<file path="config.mk">
export PLATFORM = sky130hd
export DESIGN_NAME = pfd_lock_top
export DESIGN_NICKNAME = d
export VERILOG_FILES = /design/src/rtl/pfdl_pkg.sv /design/src/rtl/pfd_core.sv /design/src/rtl/phase_meter.sv /design/src/rtl/lock_judge.sv /design/src/rtl/pfd_lock_top.sv
export SDC_FILE = /design/constraint.sdc
export NUM_CORES = 1
export LEC_CHECK = 0
export ABC_AREA = 1
export BUFFER_PORTS_ARGS = -buffer_cell sky130_fd_sc_hd__buf_4
export CORE_MARGIN = 2
export CORE_UTILIZATION = 56
export CTS_BUF_LIST = sky130_fd_sc_hd__clkbuf_8
export DETAILED_ROUTE_END_ITERATION = 8
export PLACE_DENSITY_LB_ADDON = 0.2
export SYNTH_ARGS = -nofsm -noshare
export SYNTH_HDL_FRONTEND = slang
export SYNTH_HIERARCHICAL = 1
export SYNTH_SLANG_ARGS = --single-unit
</file>
<file path="constraint.sdc">
create_clock -name clk_i -period 1 [get_ports clk_i]
set_clock_uncertainty 0.1 [all_clocks]
set_input_delay 0.1 -clock clk_i [delete_from_list [all_inputs] [get_ports clk_i]]
set_output_delay 0.1 -clock clk_i [all_outputs]
set_load 0.02 [all_outputs]
</file>
<file path="src/rtl/pfdl_pkg.sv">
package pfdl_pkg;
  // Number of consecutive good comparisons needed before lock is declared.
  localparam int unsigned LOCK_RUN_DEF = 3;

  typedef struct packed {
    logic up;
    logic dn;
  } pump_req_t;
endpackage

</file>
<file path="src/rtl/pfd_core.sv">
module pfd_core (
  input  logic clk_i,
  input  logic rst_ni,
  input  logic ref_tick_i,
  input  logic vco_tick_i,
  output logic ref_lat_o,
  output logic vco_lat_o,
  output logic cmp_o
);
  logic ref_q, vco_q, ref_d, vco_d, both;

  assign both = ref_q & vco_q;

  always_comb begin
    ref_d = ref_q;
    vco_d = vco_q;
    if (both) begin
      ref_d = 1'b0;
      vco_d = 1'b0;
    end else begin
      ref_d = ref_q | ref_tick_i;
      vco_d = vco_q | vco_tick_i;
    end
  end

  always_ff @(posedge clk_i or negedge rst_ni) begin
    if (!rst_ni) begin
      ref_q <= 1'b0;
      vco_q <= 1'b0;
    end else begin
      ref_q <= ref_d;
      vco_q <= vco_d;
    end
  end

  assign ref_lat_o = ref_q;
  assign vco_lat_o = vco_q;
  assign cmp_o     = both;

  AST_BOTH_CLEAR: assert property (@(posedge clk_i) disable iff (!rst_ni)
    (ref_q && vco_q) |=> (!ref_q && !vco_q));
endmodule

</file>
<file path="src/rtl/phase_meter.sv">
module phase_meter #(
  parameter int unsigned ERR_W = 8
) (
  input  logic             clk_i,
  input  logic             rst_ni,
  input  logic             ref_lat_i,
  input  logic             vco_lat_i,
  input  logic             cmp_i,
  output logic [ERR_W-1:0] err_o
);
  localparam logic [ERR_W-1:0] ERR_MAX = {ERR_W{1'b1}};

  logic [ERR_W-1:0] cnt_q, cnt_d;
  logic             cnt_en;

  assign cnt_en = (ref_lat_i ^ vco_lat_i) && (cnt_q != ERR_MAX);

  always_comb begin
    cnt_d = cnt_q;
    if (cmp_i)       cnt_d = '0;
    else if (cnt_en) cnt_d = cnt_q + 1'b1;
  end

  always_ff @(posedge clk_i or negedge rst_ni) begin
    if (!rst_ni) cnt_q <= '0;
    else         cnt_q <= cnt_d;
  end

  assign err_o = cnt_q;

  AST_ERR_RESTART: assert property (@(posedge clk_i) disable iff (!rst_ni)
    cmp_i |=> (cnt_q == '0));
endmodule

</file>
<file path="src/rtl/lock_judge.sv">
module lock_judge #(
  parameter int unsigned ERR_W    = 8,
  parameter int unsigned LOCK_RUN = pfdl_pkg::LOCK_RUN_DEF
) (
  input  logic             clk_i,
  input  logic             rst_ni,
  input  logic             cmp_i,
  input  logic [ERR_W-1:0] err_i,
  input  logic [ERR_W-1:0] thr_unlock_i,
  input  logic [ERR_W-1:0] thr_lock_i,
  output logic             lock_o
);
  localparam int unsigned RUN_W = $clog2(LOCK_RUN + 1);
  localparam logic [RUN_W-1:0] RUN_TOP  = RUN_W'(LOCK_RUN);
  localparam logic [RUN_W-1:0] RUN_LAST = RUN_W'(LOCK_RUN - 1);

  logic [RUN_W-1:0] good_q, good_d;
  logic             lock_q, lock_d;
  logic             too_wide, in_band;

  assign too_wide = (err_i >= thr_unlock_i);
  assign in_band  = (err_i <= thr_lock_i);

  always_comb begin
    good_d = good_q;
    lock_d = lock_q;
    if (too_wide) begin
      good_d = '0;
      lock_d = 1'b0;
    end else if (cmp_i) begin
      if (in_band) begin
        if (good_q != RUN_TOP) good_d = good_q + 1'b1;
        if (good_q >= RUN_LAST) lock_d = 1'b1;
      end else begin
        good_d = '0;
      end
    end
  end

  always_ff @(posedge clk_i or negedge rst_ni) begin
    if (!rst_ni) begin
      good_q <= '0;
      lock_q <= 1'b0;
    end else begin
      good_q <= good_d;
      lock_q <= lock_d;
    end
  end

  assign lock_o = lock_q;

  AST_UNLOCK_FAST: assert property (@(posedge clk_i) disable iff (!rst_ni)
    (err_i >= thr_unlock_i) |=> !lock_q);
  AST_LOCK_AFTER_CMP: assert property (@(posedge clk_i) disable iff (!rst_ni)
    $rose(lock_q) |-> $past(cmp_i));
endmodule

</file>
<file path="src/rtl/pfd_lock_top.sv">
module pfd_lock_top #(
  parameter int unsigned ERR_W    = 8,
  parameter int unsigned LOCK_RUN = pfdl_pkg::LOCK_RUN_DEF
) (
  input  logic             clk_i,
  input  logic             rst_ni,
  input  logic             ref_tick_i,
  input  logic             vco_tick_i,
  input  logic             polarity_i,
  input  logic             pump_en_i,
  input  logic             cur_hi_i,
  input  logic             out_sel_i,
  input  logic [ERR_W-1:0] thr_unlock_i,
  input  logic [ERR_W-1:0] thr_lock_i,
  output logic             pump_up_o,
  output logic             pump_dn_o,
  output logic             pump_oe_o,
  output logic             cur_hi_o,
  output logic             lock_o,
  output logic             shared_o
);
  import pfdl_pkg::*;

  // Reset: asserted asynchronously, released on the clock.
  logic [1:0] rst_sync_q;
  logic       rst_int_n;

  always_ff @(posedge clk_i or negedge rst_ni) begin
    if (!rst_ni) rst_sync_q <= 2'b00;
    else         rst_sync_q <= {rst_sync_q[0], 1'b1};
  end
  assign rst_int_n = rst_sync_q[1];

  logic             ref_lat, vco_lat, cmp;
  logic [ERR_W-1:0] err;
  logic             lock;
  pump_req_t        req;

  pfd_core u_core (
    .clk_i      (clk_i),
    .rst_ni     (rst_int_n),
    .ref_tick_i (ref_tick_i),
    .vco_tick_i (vco_tick_i),
    .ref_lat_o  (ref_lat),
    .vco_lat_o  (vco_lat),
    .cmp_o      (cmp)
  );

  phase_meter #(.ERR_W(ERR_W)) u_meter (
    .clk_i     (clk_i),
    .rst_ni    (rst_int_n),
    .ref_lat_i (ref_lat),
    .vco_lat_i (vco_lat),
    .cmp_i     (cmp),
    .err_o     (err)
  );

  lock_judge #(.ERR_W(ERR_W), .LOCK_RUN(LOCK_RUN)) u_judge (
    .clk_i        (clk_i),
    .rst_ni       (rst_int_n),
    .cmp_i        (cmp),
    .err_i        (err),
    .thr_unlock_i (thr_unlock_i),
    .thr_lock_i   (thr_lock_i),
    .lock_o       (lock)
  );

  // Polarity selects which latched side drives the up request.
  always_comb begin
    if (polarity_i) begin
      req.up = ref_lat;
      req.dn = vco_lat;
    end else begin
      req.up = vco_lat;
      req.dn = ref_lat;
    end
  end

  assign pump_up_o = req.up & pump_en_i;
  assign pump_dn_o = req.dn & pump_en_i;
  assign pump_oe_o = pump_en_i;
  assign cur_hi_o  = cur_hi_i;
  assign lock_o    = lock;
  assign shared_o  = out_sel_i ? vco_tick_i : lock;

  AST_POL_FOLLOWS: assert property (@(posedge clk_i) disable iff (!rst_int_n)
    (pump_en_i && polarity_i && pump_up_o) |-> ref_lat);
endmodule

</file>
# [Word-level counts from Yosys, hierarchy flattened]
# Index checks and enable logic that the tools add are counted.
[totals] register_bits=15 in_bits=24 output_inout_bits=6 word_cells=41
[classes] n_addsub=2 n_lt_le_gt_ge=3 n_eq_ne=3 muxes=14 n_bitwise=6 reduce_logical=7
[op_table] cell="$mux W8" n=2
[op_table] cell="$mux W2" n=5
[op_table] cell="$add A8 B1 Y8 const B" n=1
[op_table] cell="$ge A8 B8 Y1" n=1
[op_table] cell="$le A8 B8 Y1" n=1
[op_table] cell="$ne A8 B8 Y1 const B" n=1
[op_table] cell="$reduce_bool A2 Y1" n=4
[op_table] cell="$mux W1" n=7
[op_table] cell="$and A1 B1 Y1" n=3
[op_table] cell="$ne A3 B2 Y1 const B" n=1
[op_table] cell="$reduce_and A3 Y1" n=1
[op_table] cell="$add A2 B1 Y2 const B" n=1
[op_table] cell="$ge A2 B2 Y1 const B" n=1
[op_table] cell="$ne A2 B2 Y1 const B" n=1
[op_table] cell="$or A1 B1 Y1" n=2
[op_table] cell="$reduce_and A2 Y1" n=1
[op_table] cell="$logic_and A1 B1 Y1" n=1
[op_table] cell="$xor A1 B1 Y1" n=1

# [Depth between registers and ports, before layout]
# Gate-level depths: netlist of run 1.
[logic_depth] word_depth=5 mapped_depth=14 depth_no_buf=14

# [Cells and area by module]
# Netlist of run 1, hierarchy kept.
[modules_own_cells] mod="lock_judge" n_inst=1 cells_per_inst=91 area_each_um2=633.1 seq_area_each_um2=75.1
[modules_own_cells] mod="phase_meter" n_inst=1 cells_per_inst=77 area_each_um2=549.3 seq_area_each_um2=200.2
[modules_own_cells] mod="pfd_lock_top" n_inst=1 cells_per_inst=18 area_each_um2=123.9 seq_area_each_um2=50.0
[modules_own_cells] mod="pfd_core" n_inst=1 cells_per_inst=12 area_each_um2=87.6 seq_area_each_um2=50.0

# [Worst setup path after synthesis of run 1]
# Ideal clock, no wire load.
[synth_path] path_kind="reg2reg" startpoint="reg u_meter.cnt_q[3] (netlist: u_meter/err_o[3])" endpoint="reg u_judge.good_q[0]" setup_time_ns=0.118 arrival_ns=1.334 required_time_ns=0.782 slack_ns=-0.552 stages_incl_launch_ff=13 path_buffers=0 synth_period_minus_slack_ns=1.552 path_cell_list="dfrtp_1 > ha_1 > nand2_1 > inv_1 > nand2_1 > nand2_1 > nand2_1 > nand2_2 > nand2_2 > nand2_2 > nand2_2 > nand3_1 > nand2_1"
[synth_via] elab_chain_cells=4 elab_cells_between_ends=8 classes_between="2 x order compare; 1 x eq/ne; 3 x mux; 2 x reduce/logical"
[synth_lines] item="start: declaration" line_no="phase_meter.sv:13" source="logic [ERR_W-1:0] cnt_q, cnt_d;"
[synth_lines] item="start signal: assignment" line_no="phase_meter.sv:26" source="else cnt_q <= cnt_d;"
[synth_lines] item="$le A8 B8 Y1" line_no="lock_judge.sv:22" source="assign in_band = (err_i <= thr_lock_i);"
[synth_lines] item="$mux W2" line_no="lock_judge.sv:31" source="if (in_band) begin"
[synth_lines] item="$mux W2" line_no="lock_judge.sv:30" source="end else if (cmp_i) begin"
[synth_lines] item="$mux W2" line_no="lock_judge.sv:27" source="if (too_wide) begin"
[synth_lines] item="end signal: assignment" line_no="lock_judge.sv:45" source="good_q <= good_d;"
[synth_lines] item="end: declaration" line_no="lock_judge.sv:17" source="logic [RUN_W-1:0] good_q, good_d;"
# Parallel ways exist; a longest one is shown, timed or not. The select of a mux whose other input is x is not followed.
# A chain may end at the register's enable or synchronous reset.

# [Worst setup path after layout of run 1]
[layout_path] startpoint="reg u_meter.cnt_q[1] (netlist: u_meter/err_o[1])" endpoint="reg u_meter.cnt_q[2] (netlist: u_meter/err_o[2])"
[layout_via] elab_chain_cells=3 elab_cells_between_ends=6 classes_between="1 x add/sub; 1 x eq/ne; 2 x mux; 2 x reduce/logical"
[layout_lines] item="$add A8 B1 Y8 / $ne A8 B8 Y1 (equally long branches)" line_no="phase_meter.sv:21, phase_meter.sv:16"
[layout_lines] item="$mux W8 / $logic_and A1 B1 Y1 (equally long branches)" line_no="phase_meter.sv:21, phase_meter.sv:16"
[layout_lines] item="$mux W8 / $reduce_bool A2 Y1 (equally long branches)"
# Parallel ways exist; a longest one is shown, timed or not. The select of a mux whose other input is x is not followed.

==> results of run 1 <==
-- synthesized netlist by cell type (4+ instances only) --
| master | n | area (um^2) |
|---|---|---|
| nand2_1 | 56 | 210.2 |
| inv_1 | 37 | 138.9 |
| ha_1 | 19 | 237.7 |
| dfrtp_1 | 15 | 375.4 |
| nor2_1 | 12 | 45.04 |
| nand3_1 | 10 | 50.05 |
| a21oi_1 | 7 | 35.03 |
| nand2_2 | 7 | 43.79 |
| nor2_2 | 5 | 31.28 |
| nand2_4 | 4 | 45.04 |
| nand4_1 | 4 | 25.02 |
-- layout by cell type (no fill, tap or decap), types with 5 or more instances in the layout --
cell type / netlist / layout
nand3_1: 10 / 7
buf_6: 0 / 8
buf_4: 2 / 48
ha_4: 0 / 5
a21oi_1: 7 / 6
nor2_1: 12 / 7
nand2_2: 7 / 16
nor2_2: 5 / 8
nand2_1: 56 / 46
dfrtp_1: 15 / 13
inv_1: 37 / 34
ha_1: 19 / 14
-- cell type report --
| type | instances | area share [%] |
|---|---|---|
| multi-input cells | 140 | 47.39 |
| repair buffers | 59 | 22.80 |
| clock buffers | 3 | 1.960 |
| flip-flops and latches | 15 | 17.93 |
| well taps | 30 | 1.781 |
| inverters | 41 | 7.898 |
| clock inverters | 1 | 0.2375 |
-- worst max-delay path by stage --
| stage | from | to | slack [ns] | cells after the start |
|---|---|---|---|---|
| floorplan | u_meter/err_o[3]$_DFFE_PN0P_ | u_judge/good_q[0]$_DFFE_PN0P_ | -0.55 | 12 |
| global placement | u_meter/err_o[7]$_DFFE_PN0P_ | u_judge/good_q[0]$_DFFE_PN0P_ | -0.59 | 8 |
| detailed placement | u_meter/err_o[7]$_DFFE_PN0P_ | u_judge/good_q[1]$_DFFE_PN0P_ | -0.66 | 8 |
| CTS | u_meter/err_o[5]$_DFFE_PN0P_ | u_judge/good_q[1]$_DFFE_PN0P_ | -0.64 | 9 |
| global route | u_meter/err_o[5]$_DFFE_PN0P_ | u_judge/good_q[1]$_DFFE_PN0P_ | -0.86 | 10 |
| finish | u_meter/err_o[1]$_DFFE_PN0P_ | u_meter/err_o[2]$_DFFE_PN0P_ | -0.69 | 10 |
-- layer usage --
metal,global-route usage (%),share of wire [%],up-vias
met5,0,0,-
met4,13.25,4.1,0
met3,5.556,5.6,23
met2,51.22,54,81
met1,30.96,37,748
li1,-,-,731
-- where the power goes --
| group | internal (mW) | total [mW] | switching, mW |
|---|---|---|---|
| registers | 0.781 | 0.958 | 0.178 |
| clock network | 0.277 | 0.531 | 0.253 |
| logic | 1.29 | 3.01 | 1.72 |
-- kinds of logic after synthesis --
group	share of synthesized area (%)
other cells	0.2690
xor+xnor	0.6285
simple gates	36.00
buf+inv	12.84
fa+ha+maj	17.06
flops	26.93
compound gates	6.284
-- flip-flops by register name (all words and copies together), names as in the netlist --
| name | flops |
|---|---|
| u_core/ref_lat_o | 1 |
| u_judge/good_q | 2 |
| u_meter/err_o | 8 |
| u_core/vco_lat_o | 1 |
| rst_sync_q | 2 |
| u_judge/lock_o | 1 |
-- what timing repair did --
action,in CTS,in global routing
gates resized for setup,20,24
endpoints found under the hold margin,4,0
endpoints found under the setup margin,15,15
hold buffers,3,0
setup buffers,6,4
pin swaps,7,12
-- stage by stage --
step | utilization [%] | hold slack, ns | power, mW
CTS | 81.98 | 0.05008 | 3.939
detailed placement | 73.57 | -0.2162 | 3.139
finish | 87.44 | 0.04370 | 4.500
global route | 87.44 | 0.06340 | 4.721
global placement | 73.57 | -0.2186 | 3.008
floorplan | - | -0.2956 | 2.312
-- worst reg2reg max path, stage by stage, from the launching register on --
cell and delay (ns):
dfrtp_2 0.42, buf_4 0.14, buf_6 0.10, ha_4 0.14, nand2_4 0.05, nor2_4 0.19, nand2_4 0.10, nand2_4 0.09
nand2_8 0.07, nand2_1 0.10, nand2_1 0.08
==> metrics.csv, run 1 <==
stage;metric;value;unit
global_routing;antenna_found_initial;0;
die;ios;30;
cells_and_area;num_antenna_cells;0;
run;drv_cap;0;
cells_and_area;fin_nets;303;
clocking;cts_tree;built;
critical_path;crit_family;simple AND/OR/NAND/NOR gates;
cells_and_area;final_cells;289;
critical_path;worstPathArrival;1.73;ns
clocking;cts_root_buffer;clkbuf_8;
synthesis;async_flop_share;100.0;%
synthesis;syn_area;1394;um^2
die;die_h;53.89;um
timing;timing.final.crit_share;168.9;%
status;violations;setup timing;
synthesis;yosysSeqAreaShare;26.93;%
cells_and_area;syn2layout_area_growth;51.17;%
clocking;cts_sinks;15;
global_routing;grt_pass1_vias;1414;
critical_path;crit_top_cell;nand2_4;
detailed_routing;routed_wl;4.725;mm
place;place_inst;272;
status;outcome;finished with violations;
timing;max_freq;0.5921;GHz
cells_and_area;multi_input_area;998.5;um^2
min_path;hold_path_class;in2async;
place;gp_congestion;0.8373;
detailed_routing;drc;0;
cells_and_area;fin_area;2107;um^2
critical_path;crit_fanout;5;
clocking;cts_buffers;3;
detailed_routing;num_vias;1583;
critical_path;rr_worst_depth;10;
clocking;clk_pin_slew;0.07;ns
clocking;cts-htree-levels;1;
die;core-area;2410;um^2
place;portBuffers;27;
critical_path;endpoint_kind;register;
critical_path;cpPeakStageDelay;0.42;ns
critical_path;critical_path.slowest_cell;dfrtp_2;
timing;slew_viol_final;0;
detailed_routing;drt_iter0_markers;77;
synthesis;postSynthAreaPerCell;7.040;um^2
critical_path;crit_buf_inv;2;
detailed_routing;ant_nets;0;
die;initial_utilization;57.84;%
clocking;clock_tree.buffer_depth;2;
synthesis;synth_flop_cell;dfrtp_1;
timing;setup_tns;-8.097;ns
synthesis;yosysUniqueCellTypes;27;
critical_path;r2r-end;u_meter/err_o[2]$_DFFE_PN0P_;
die;die_area;2904;um^2
power;ir_drop;2334;uV
timing;rsz0062_at_grt;yes;
synthesis;synth_fp_nets;241;
timing;final.setup.worst_slack;-0.6888;ns
timing;setup_viol_count_final;15;
synthesis;netlist_instances;198;
critical_path;worstPathRequired;1.04;ns
critical_path;rr_startpoint;u_meter/err_o[1]$_DFFE_PN0P_;
global_routing;gr-total-overflow;0;
critical_path;crit_type;reg2reg;
die;rows;18;
global_routing;grt_max_degree;14;
place;placed_area;1773;um^2
power;p_leak;1.200;nW
detailed_routing;wire_per_inst;16.35;um
timing;final-hold-violation-count;0;
critical_path;path_cells;buf_4 > buf_6 > ha_4 > nand2_4 > nor2_4 > nand2_4 > nand2_4 > nand2_8 > nand2_1 > nand2_1;
power;p_per_area;2136;nW/um^2
synthesis;synth_enable_flop_cells;0;
synthesis;synth_warnings;6;
critical_path;r2r_slack;-0.69;ns
detailed_routing;vias_per_cell;5.478;
cells_and_area;seq_area;377.9;um^2
detailed_routing;first_pass_iters;4;
critical_path;crit_path_start_kind;register;
timing;period_minus_slack;1.689;ns
die;die_w;53.89;um
synthesis;ys_ff_latch;15;
place;place_hpwl;2.619;mm
cells_and_area;nFillCells;124;
cells_and_area;layout-drive-gt1-share;45.17;%
place;pre_cts_slack;-0.6637;ns
global_routing;grt_pass1_wl;5.823;mm
global_routing;grt_util_all_layers;28.15;%
clocking;clk_latency;0.26;ns
(Power assumes the default switching activity.)
==> run 2, diff against run 1 <==
Settings changed: BUFFER_PORTS_ARGS -buffer_cell sky130_fd_sc_hd__buf_4 to not set, CORE_UTILIZATION 56 to 60, DONT_BUFFER_PORTS set to 1.
==> metrics.csv, run 2 (synthesized netlist as in run 1, its figures left out) <==
stage;metric;value;unit
die;ios;30;
timing;setup_viol_count_final;15;
critical_path;rr_startpoint;u_meter/err_o[7]$_DFFE_PN0P_;
cells_and_area;final_cell_mix;51 x nand2_1, 35 x inv_1, 22 x buf_4;
timing;max_freq;0.5929;GHz
cells_and_area;syn2layout_area_growth;35.10;%
clocking;clock_tree.buffer_depth;2;
critical_path;crit_fanout;3;
detailed_routing;vias_per_cell;5.504;
cells_and_area;multi_input_area;1010;um^2
die;initial_utilization;63.01;%
critical_path;startpoint;u_meter/err_o[7]$_DFFE_PN0P_;
detailed_routing;num_vias;1420;
place;portBuffers;0;
cells_and_area;fin_nets;274;
place;place_hpwl;2.428;mm
critical_path;worstPathArrival;1.72;ns
place;place_inst;244;
clocking;clk_latency;0.25;ns
die;die_area;2725;um^2
critical_path;endpoint_kind;register;
cells_and_area;nFillCells;115;
place;gp_congestion;0.8587;
cells_and_area;mostFrequentLayoutCell;nand2_1;
global_routing;gr-total-overflow;0;
cells_and_area;num_antenna_cells;0;
critical_path;r2r_slack;-0.69;ns
clocking;cts_sinks;15;
clocking;cts_buffers;3;
timing;timing.final.crit_share;168.7;%
critical_path;crit_type;reg2reg;
clocking;clk_pin_slew;0.06;ns
global_routing;grt_max_degree;14;
clocking;cts-htree-levels;1;
detailed_routing;wire_per_inst;15.09;um
clocking;cts_root_buffer;clkbuf_8;
detailed_routing;first_pass_iters;4;
timing;final.setup.worst_slack;-0.6865;ns
critical_path;crit_path_start_kind;register;
cells_and_area;final_util;85.12;%
cells_and_area;layout-drive-gt1-share;34.78;%
die;die_h;52.20;um
timing;rsz0062_at_grt;yes;
power;p_leak;1.078;nW
status;violations;setup timing;
detailed_routing;drt_iter0_markers;54;
timing;slew_viol_final;0;
detailed_routing;ant_nets;0;
die;die_w;52.20;um
critical_path;worstPathRequired;1.03;ns
global_routing;antenna_found_initial;0;
critical_path;r2r-end;u_judge/good_q[1]$_DFFE_PN0P_;
global_routing;grt_pass1_vias;1423;
cells_and_area;seq_area;376.6;um^2
timing;final-hold-violation-count;0;
cells_and_area;largest_reg_flops;8;
cells_and_area;final_cells;258;
power;ir_drop;1536;uV
clocking;cts_tree;built;
timing;period_minus_slack;1.687;ns
global_routing;grt_util_all_layers;29.67;%
power;p_per_area;2084;nW/um^2
timing;hold_ws;0.07450;ns
die;rows;17;
die;core-area;2212;um^2
detailed_routing;drc;0;
global_routing;grt_pass1_wl;5.809;mm
detailed_routing;routed_wl;3.892;mm
run;drv_cap;0;
critical_path;rr_worst_depth;8;
status;outcome;finished with violations;
min_path;hold_path_class;reg2async;
## run 2: cell count changes in the layout (fill, tap and decap cells not counted), moves of 3 or more
| cell | change |
|---|---|
| nand2_4 | +3 |
| buf_6 | -4 |
| buf_4 | -26 |
| nand2_2 | -7 |
| nand2_1 | +5 |
| nor2_2 | -3 |
## run 2: worst max-delay path, cell delays in order (launching register included)
cell	delay (ns)
dfrtp_2	0.46
ha_4	0.27
a21o_1	0.19
nor2_2	0.14
nand2_2	0.10
nand2_2	0.08
nand2_2	0.07
nand4_1	0.10
nand2_1	0.07
## run 2: cell type report
| cell class | count | area share (%) |
|---|---|---|
| Multi-Input combinational cell | 140 | 53.62 |
| Sequential cell | 15 | 20.00 |
| Timing Repair Buffer | 30 | 13.29 |
| Inverter | 41 | 8.837 |
| Clock buffer | 3 | 2.193 |
| Tap cell | 28 | 1.860 |
| Clock inverter | 1 | 0.1993 |
## run 2: timing repair
item / in CTS / in global routing
endpoints found under the setup margin: 15 / 15
pin swaps: 10 / 11
endpoints found under the hold margin: 4 / 0
resized for setup: 28 / 10
buffers inserted: 5 / 3
hold buffers: 4 / 0
## run 2: metal layers
metal  GRT usage, %  share of wire (%)  vias to the layer above
li1               -                  -                      677
met1          31.93                 38                      663
met2          55.70                 53                       62
met3          7.429                5.4                       18
met4          10.26                3.1                        0
met5              0                  0                        -
## run 2: report_power, final
part	leakage [nW]	switching (mW)	internal [mW]
Sequential	0.187	0.175	0.778
Clock	0.0269	0.221	0.272
Combinational	0.864	1.44	1.04
## run 2: stage by stage
stage / setup TNS (ns) / cell area (um^2) / total power [mW] / setup slack, ns
after floorplan: -4.026 / 1405 / 2.312 / -0.5522
after global placement: -5.587 / 1575 / 2.915 / -0.6107
after detailed placement: -5.909 / 1575 / 3.017 / -0.6630
after CTS: -6.115 / 1832 / 3.800 / -0.6183
after global routing: -8.202 / 1883 / 4.209 / -0.7240
final: -7.419 / 1883 / 3.924 / -0.6865
## run 2: worst max-delay path by stage
stage,endpoint,slack (ns)
final,u_judge/good_q[1]$_DFFE_PN0P_,-0.69
after global routing,u_judge/good_q[1]$_DFFE_PN0P_,-0.72
after detailed placement,u_judge/good_q[1]$_DFFE_PN0P_,-0.66
after global placement,u_judge/good_q[1]$_DFFE_PN0P_,-0.61
after CTS,u_judge/good_q[1]$_DFFE_PN0P_,-0.62
after floorplan,u_judge/good_q[0]$_DFFE_PN0P_,-0.55
